--- src/rtl/aau_pkg.sv ---
package aau_pkg;
  typedef enum logic [2:0] {
    OP_INC  = 3'd0,
    OP_DEC  = 3'd1,
    OP_ADD  = 3'd2,
    OP_SUB  = 3'd3,
    OP_IDX  = 3'd4,
    OP_STK  = 3'd5,
    OP_PCR  = 3'd6,
    OP_RSVD = 3'd7
  } aau_op_e;
endpackage

--- src/rtl/aau_mode_latch.sv ---
module aau_mode_latch (
  input  logic clk,
  input  logic rst_n,
  input  logic widen_req,
  output logic wide_mode,
  output logic widen_event
);
  // widen_event marks the single cycle in which the mode actually changes
  assign widen_event = widen_req && !wide_mode;

  always_ff @(posedge clk) begin
    if (!rst_n)           wide_mode <= 1'b0;
    else if (widen_event) wide_mode <= 1'b1;
  end

  p_sticky_r7: assert property (@(posedge clk) disable iff (!rst_n)
    wide_mode |=> wide_mode);
  p_set_next_r6: assert property (@(posedge clk) disable iff (!rst_n)
    widen_req |=> wide_mode);
  p_no_spurious_r7: assert property (@(posedge clk) disable iff (!rst_n)
    (!widen_req && !wide_mode) |=> !wide_mode);
endmodule

--- src/rtl/aau_step_gen.sv ---
module aau_step_gen
  import aau_pkg::*;
#(
  parameter int ADDR_W = 32,
  parameter int OFF_W  = 16
) (
  input  aau_op_e           op,
  input  logic [OFF_W-1:0]  offset,
  output logic [ADDR_W-1:0] step
);
  localparam int EXT_W = ADDR_W - OFF_W;

  function automatic logic [ADDR_W-1:0] sext(input logic [OFF_W-1:0] v);
    return {{EXT_W{v[OFF_W-1]}}, v};
  endfunction

  always_comb begin
    unique case (op)
      OP_INC:                 step = ADDR_W'(1);
      OP_DEC:                 step = '1;
      OP_ADD, OP_IDX,
      OP_STK, OP_PCR:         step = sext(offset);
      OP_SUB:                 step = '0 - sext(offset);
      default:                step = '0;
    endcase
  end
endmodule

--- src/rtl/aau_wrap_add.sv ---
module aau_wrap_add #(
  parameter int ADDR_W   = 32,
  parameter int NARROW_W = 16
) (
  input  logic [ADDR_W-1:0] base,
  input  logic [ADDR_W-1:0] step,
  input  logic              wide,
  output logic [ADDR_W-1:0] sum
);
  localparam int HI_W = ADDR_W - NARROW_W;

  // Narrow sum: low field wraps on its own, high field is copied through
  function automatic logic [ADDR_W-1:0] narrow_add(
    input logic [ADDR_W-1:0] b, input logic [ADDR_W-1:0] s);
    logic [NARROW_W-1:0] lo;
    lo = b[NARROW_W-1:0] + s[NARROW_W-1:0];
    return {b[ADDR_W-1:NARROW_W], lo};
  endfunction

  function automatic logic [ADDR_W-1:0] wide_add(
    input logic [ADDR_W-1:0] b, input logic [ADDR_W-1:0] s);
    return b + s;
  endfunction

  logic [ADDR_W-1:0] sum_narrow, sum_wide;
  assign sum_narrow = narrow_add(base, step);
  assign sum_wide   = wide_add(base, step);
  assign sum        = wide ? sum_wide : sum_narrow;

  initial begin
    assert (HI_W > 0) else $error("narrow width must be below address width");
  end
endmodule

--- src/rtl/addr_arith_unit.sv ---
module addr_arith_unit
  import aau_pkg::*;
#(
  parameter int ADDR_W   = 32,
  parameter int NARROW_W = 16,
  parameter int OFF_W    = 16
) (
  input  logic              clk,
  input  logic              rst_n,
  input  logic              req_valid,
  input  logic [2:0]        op_sel,
  input  logic [ADDR_W-1:0] base_addr,
  input  logic [OFF_W-1:0]  offset,
  input  logic              widen_req,
  output logic [ADDR_W-1:0] res_addr,
  output logic              res_valid,
  output logic              wide_mode
);
  logic              widen_event;
  logic [ADDR_W-1:0] step;
  logic [ADDR_W-1:0] next_addr;

  aau_mode_latch u_mode (
    .clk        (clk),
    .rst_n      (rst_n),
    .widen_req  (widen_req),
    .wide_mode  (wide_mode),
    .widen_event(widen_event)
  );

  aau_step_gen #(.ADDR_W(ADDR_W), .OFF_W(OFF_W)) u_step (
    .op    (aau_op_e'(op_sel)),
    .offset(offset),
    .step  (step)
  );

  aau_wrap_add #(.ADDR_W(ADDR_W), .NARROW_W(NARROW_W)) u_add (
    .base(base_addr),
    .step(step),
    .wide(wide_mode),
    .sum (next_addr)
  );

  always_ff @(posedge clk) begin
    if (!rst_n) begin
      res_addr  <= '0;
      res_valid <= 1'b0;
    end else begin
      res_valid <= req_valid;
      if (req_valid) res_addr <= next_addr;
    end
  end

  p_reset_clear_r1: assert property (@(posedge clk)
    !rst_n |=> (!res_valid && !wide_mode && res_addr == '0));
  p_upper_pass_r3: assert property (@(posedge clk) disable iff (!rst_n)
    (req_valid && !wide_mode) |=>
      res_addr[ADDR_W-1:NARROW_W] == $past(base_addr[ADDR_W-1:NARROW_W]));
  p_narrow_low_r2: assert property (@(posedge clk) disable iff (!rst_n)
    (req_valid && !wide_mode) |=>
      res_addr[NARROW_W-1:0] ==
        $past(NARROW_W'(base_addr[NARROW_W-1:0] + step[NARROW_W-1:0])));
  p_wide_full_r4: assert property (@(posedge clk) disable iff (!rst_n)
    (req_valid && wide_mode) |=> res_addr == $past(ADDR_W'(base_addr + step)));
  p_valid_lat_r8: assert property (@(posedge clk) disable iff (!rst_n)
    req_valid |=> res_valid);
  p_idle_hold_r8: assert property (@(posedge clk) disable iff (!rst_n)
    !req_valid |=> (!res_valid && $stable(res_addr)));
  p_rsvd_pass_r9: assert property (@(posedge clk) disable iff (!rst_n)
    (req_valid && op_sel == 3'd7) |=> res_addr == $past(base_addr));
  p_switch_once_r6: assert property (@(posedge clk) disable iff (!rst_n)
    widen_event |=> !widen_event);
endmodule

--- config.mk ---
export PLATFORM = sky130hd
export DESIGN_NAME = addr_arith_unit
export DESIGN_NICKNAME = d
export VERILOG_FILES = /design/src/rtl/aau_pkg.sv /design/src/rtl/aau_mode_latch.sv /design/src/rtl/aau_step_gen.sv /design/src/rtl/aau_wrap_add.sv /design/src/rtl/addr_arith_unit.sv
export SDC_FILE = /design/constraint.sdc
export NUM_CORES = 1
export LEC_CHECK = 0
export ABC_AREA = 1
export BUFFER_PORTS_ARGS = -buffer_cell sky130_fd_sc_hd__buf_2
export CORE_UTILIZATION = 51
export DETAILED_ROUTE_END_ITERATION = 10
export PLACE_DENSITY_LB_ADDON = 0.1
export SETUP_SLACK_MARGIN = 0.5
export SYNTH_ARGS = -nofsm -noshare
export SYNTH_HDL_FRONTEND = slang
export SYNTH_SLANG_ARGS = --single-unit
--- constraint.sdc ---
create_clock -name clk -period 3.5 [get_ports clk]
set_input_delay 0.175 -clock clk [delete_from_list [all_inputs] [get_ports clk]]
set_output_delay 0.175 -clock clk [all_outputs]
set_load 0.1 [all_outputs]
**Yosys cells after proc, flatten, opt, wreduce, memory -nomap -nowiden**

Index checks and enable logic that the tools add are counted.

- Bits in registers: 34
- Bits of input ports: 55
- Output and inout bits: 34
- Word-level logic and storage cells: 18

- $add $sub $neg: 3
- Eq/ne operators: 6
- Muxes and demuxes: 2
- Reduce and logical (&&, ||, !) cells: 4

Operators by type and width:

| operator | number |
|---|---|
| 32-bit case mux with 4 select lines | 1 |
| 32-bit adder | 1 |
| 32-bit two-way mux | 1 |
| 1-bit by 16-bit subtractor with 17-bit output (first input constant) | 1 |
| 16-bit adder | 1 |
| 3-bit == test (second input constant) | 3 |
| 3-bit by 2-bit == test with 1-bit output (second input constant) | 2 |
| 4-bit OR reduction | 1 |
| 3-bit by 1-bit == test with 1-bit output (second input constant) | 1 |
| 3-bit logical NOT | 1 |
| 1-bit logical AND | 1 |
| 1-bit logical NOT | 1 |

**Logic depth before layout (Yosys ltp)**

- Depth after elaboration: 5
- Mapped depth: 25
- Mapped depth without buffers: 25

**Cells and area by module**

A second synthesis with hierarchy kept.

- Cell total of the unflattened synthesis: 927
- Area, all modules: 4,837.1 sq um

By module, submodules not included:

| module | instances | cells an instance | area an instance (sq um) | seq. area each (sq um) |
|---|---|---|---|---|
| aau_wrap_add | 1 | 548 | 2,593.7 | 0.0 |
| addr_arith_unit | 1 | 206 | 1,361.3 | 660.6 |
| aau_step_gen | 1 | 167 | 843.3 | 0.0 |
| aau_mode_latch | 1 | 6 | 38.8 | 20.0 |

**Worst setup path before layout**

Ideal clock, no wire load.

- Kind: input-to-reg
- From: in offset[2]
- To: reg res_addr[22]
- Library setup time: 135 ps
- Arrival time: 2,787 ps
- Required time: 3,365 ps
- Path slack: 578 ps
- Stages on the path: 24
- Path buffers: 0
- Cells stage by stage: nor3_1 > inv_1 > nor2_1 > inv_1 > nor2_1 > nand2_1 > nor2_1 > inv_1 > nor2_1 > inv_1 > o21ai_0 > o221ai_1 > ha_1 > nand2_1 > nor2_1 > nand4_1 > o211ai_1 > nand3_1 > nand3_1 > nand2_1 > nand2_1 > nor2_1 > o21ai_0 > a21oi_1

- Longest elaborated chain between the ends: 4

Ends and longest elaborated chain:

| item | line | source |
|---|---|---|
| start, declared | addr_arith_unit.sv:13 | `input logic [OFF_W-1:0] offset,` |
| 1-bit by 16-bit subtractor with 17-bit output | aau_step_gen.sv:23 | `OP_SUB: step = '0 - sext(offset);` |
| 32-bit case mux with 4 select lines (*) | aau_step_gen.sv:18 | `unique case (op)` |
| 32-bit adder (*) | aau_wrap_add.sv:22 | `return b + s;` |
| 32-bit two-way mux (*) | aau_wrap_add.sv:28 | `assign sum = wide ? sum_wide : sum_narrow;` |
| end signal, assigned | addr_arith_unit.sv:50 | `if (req_valid) res_addr <= next_addr;` |
| end, declared | addr_arith_unit.sv:15 | `output logic [ADDR_W-1:0] res_addr,` |

Every way passes the cells marked *; elsewhere a longest branch is shown, timed or not.
A chain may end at the register's enable or synchronous reset.

**Final worst setup path**

- From: in offset[1]
- To: reg res_addr[21]

The elaborated chain is that of the path after synthesis.

==> impl_results.md <==
* Synth Flop Type: dfxtp_1
* WP depth at 20
* Reg clk slew, reported paths at 60 ps
* Syn_area_per_cell at 5.895 um^2
* First-pass GRT wire length at 18,920 um
* Crit path time final at 2954 ps
* Longest Clk Path Bufs at 2
* Sequential area share after synthesis at 18.21%
* Die area at 7675 um^2
* Final hold vios at 0
* Critical Path Start: offset[1]
* Post-Route WL at 12,150 um
* YS warnings at 0
* CTS tree: done
* Post-route ant nets at 0
* Most frequent cells in the layout: nand2_1, buf_2, inv_1
* Horiz. Die Dim at 87.61 um
* CORE AREA at 6944 um^2
* # diodes at 0
* Post-Place Cells at 811
* Worst path cell trace: buf_6, inv_1, ha_2, nand2_2, nor3_1, xor2_1, o221ai_1, ha_1, nand2_1, nor2_4, nand4_1, o21ai_2, inv_1, o21ai_2, nand2_1, nand2_2, nand2_1, nand2_1, o21ai_2, a21oi_1
* Multi-input logic area at 2867 um^2
* Post-synth EDFFs at 0
* Reg2Reg Setup Slack at 1830 ps
* I/O pin cnt at 89
* Max-cap viol count at 0
* CTS root buffer: clkbuf_8
* Vias at 4,637
* Commonest non-fill, non-tap cell in the layout: nand2_1
* Area growth syn-to-layout at 25.81%
* Post-synthesis cell type count at 38
* Min Hold Slack at 93.25 ps
* CP max-delay cell: ha_1
* Clock Skew at 3.190 ps
* Buffers & Inverters on Critical Path at 3
* DRC errors left at 0
* Dpl ws at -161.5 ps
* Die Y at 87.61 um
* Port bufs at 88
* RSZ-0062 raised after global routing: yes
* Status: complete, no violations
* Syn Std Cell Area at 3737 um^2
* Fmax at 338.5 MHz
* Max Slew Vio Count at 0
* Setup WS post-layout at 546.2 ps
* Peak VDD IR at 0.4265 mV
* Crit-path max FO at 5
* CP delay by family, top: simple AND/OR/NAND/NOR gates
* Final Setup Violations at 0
* CTS Hold Bufs at 0
* CP Capture Point: res_addr[21]
* Starting Density at 53.82%
* Synth async-reset ratio at 0%
* Synth Instances at 634
* GP Congestion at 0.9685
* Max stage delay on crit path at 460 ps
* Slew HR at 48.10%
* Fill cells at 673
* Post-DP HPWL at 9145 um
* Crit-path most repeated cell: nand2_1
* LEAKAGE at 0.002324 uW
* Power per Cell Area at 376.3 nW/um^2
* Post-Layout Cell Count at 829
* Post-Route Utilization at 67.71%
* Clk Latency, worst-skew pair at 280 ps
* Reg-to-Reg Start: u_mode.wide_mode
* Period utilization at 84.40%
* Crit Reg-Reg Endpoint: res_addr[16]
* Tot GR Track Use at 31.14%
* Worst path arrival time at 3150 ps
* FP Rows at 30
* Num CTS Buffers at 5
* Largest net degree at the start of global routing at 34
* Hold Crit Class: input pin to flop
* Grt total ovfl at 0
* Post-detailed-route via-to-cell ratio at 5.593
* H-Tree Depth at 2
* R2R cell count at 4
* Vias in the first global route at 4,077
* Setup TNS at 0 ps
* Final #Nets at 807
* Seq cells post-synth at 34
* Share of layout cells above drive strength 1 at 29.47%
* Starting DRT DRC Count at 577
* Mean routed wirelength per cell at 14.66 um
* Setup crit start kind: input pin
* Tightest Pin Transition at 768.5 ps
* DRT Pass-1 Iters at 5
* Endpoint class of the critical path: flop
* Register Area at 680.7 um^2
* CTS sink count at 34
* Syn_nets at 707
* WP data required at 3700 ps
* Antenna violations before repair at 0
* Crit Path Class: input pin to flop
-- synthesized netlist by cell type (4+ instances only) --
library cell,n,share of area [%]
xnor2_1,10,2.3
o211ai_1,12,2.4
xor2_1,5,1.2
a21oi_1,60,8.0
nand4_1,11,1.8
nand2_4,4,1.2
dfxtp_1,34,18
nor3_1,4,0.54
inv_1,82,8.2
o21ai_0,39,5.2
o21ai_1,7,0.94
nand2_2,18,3.0
nand2_1,156,16
nor2_1,45,4.5
nor2_2,15,2.5
o41ai_1,11,2.6
nand3_1,60,8.0
ha_1,17,5.7
clkinv_1,4,0.40
clkbuf_1,11,1.1
-- cell type report --
class                           instances  area share [%]
Clock buffer                            6           1.756
Sequential cell                        34           14.48
Timing Repair Buffer                  110           13.23
Multi-Input combinational cell        496           60.96
Tap cell                               96           2.555
Inverter                               87           7.025
-- state kept, by name, indices dropped and copies added (netlist names) --
register	count
res_valid	1
u_mode.wide_mode	1
res_addr	32
-- tightest hold or removal path: cells and delay by family --
family | cells | cell delay, ps
and+or+nand+nor | 2 | 90
buffers and inverters | 1 | 70
-- cells by family after synthesis --
group | synth area share [%]
compound gates | 22.23
xor+xnor | 3.515
fa+ha+maj | 6.227
buf+inv | 10.81
flops | 18.21
simple gates | 39.00
-- stage by stage --
| stage | power, uW | instance area [um^2] |
|---|---|---|
| after floorplan | 1171 | 3737 |
| after global placement | 1382 | 4295 |
| after detailed placement | 1391 | 4295 |
| after CTS | 1682 | 4404 |
| after global routing | 1868 | 4702 |
| final | 1769 | 4702 |
-- per-layer routing --
layer | up-vias | global-route usage [%] | routed length, um
met3 | 11 | 3.676 | 1235
li1 | 2309 | - | -
met1 | 2096 | 47.88 | 5686
met2 | 221 | 46.02 | 5117
met4 | 0 | 7.004 | 111
met5 | - | 0 | 0
-- worst min path at each step --
stage	start	end	slack, ps	cells after the start
after floorplan	widen_req	u_mode.wide_mode	290	2
final	widen_req	u_mode.wide_mode	90	3
after global routing	widen_req	u_mode.wide_mode	110	3
after detailed placement	widen_req	u_mode.wide_mode	390	3
after CTS	widen_req	u_mode.wide_mode	90	3
after global placement	widen_req	u_mode.wide_mode	390	3
-- report_power, final --
group	leakage (uW)	internal, uW	switching [uW]
Clock	0.0000431	151	127
Combinational	0.00200	299	748
Sequential	0.000282	425	18.8
Total	0.00232	875	894
-- timing repair --
item,CTS,global route
endpoints found under the setup margin,8,21
gates cloned,0,0
buffers inserted,1,11
resized for setup,9,66
pin swaps,3,45
No activity file was read; power rests on OpenSTA's default activity.
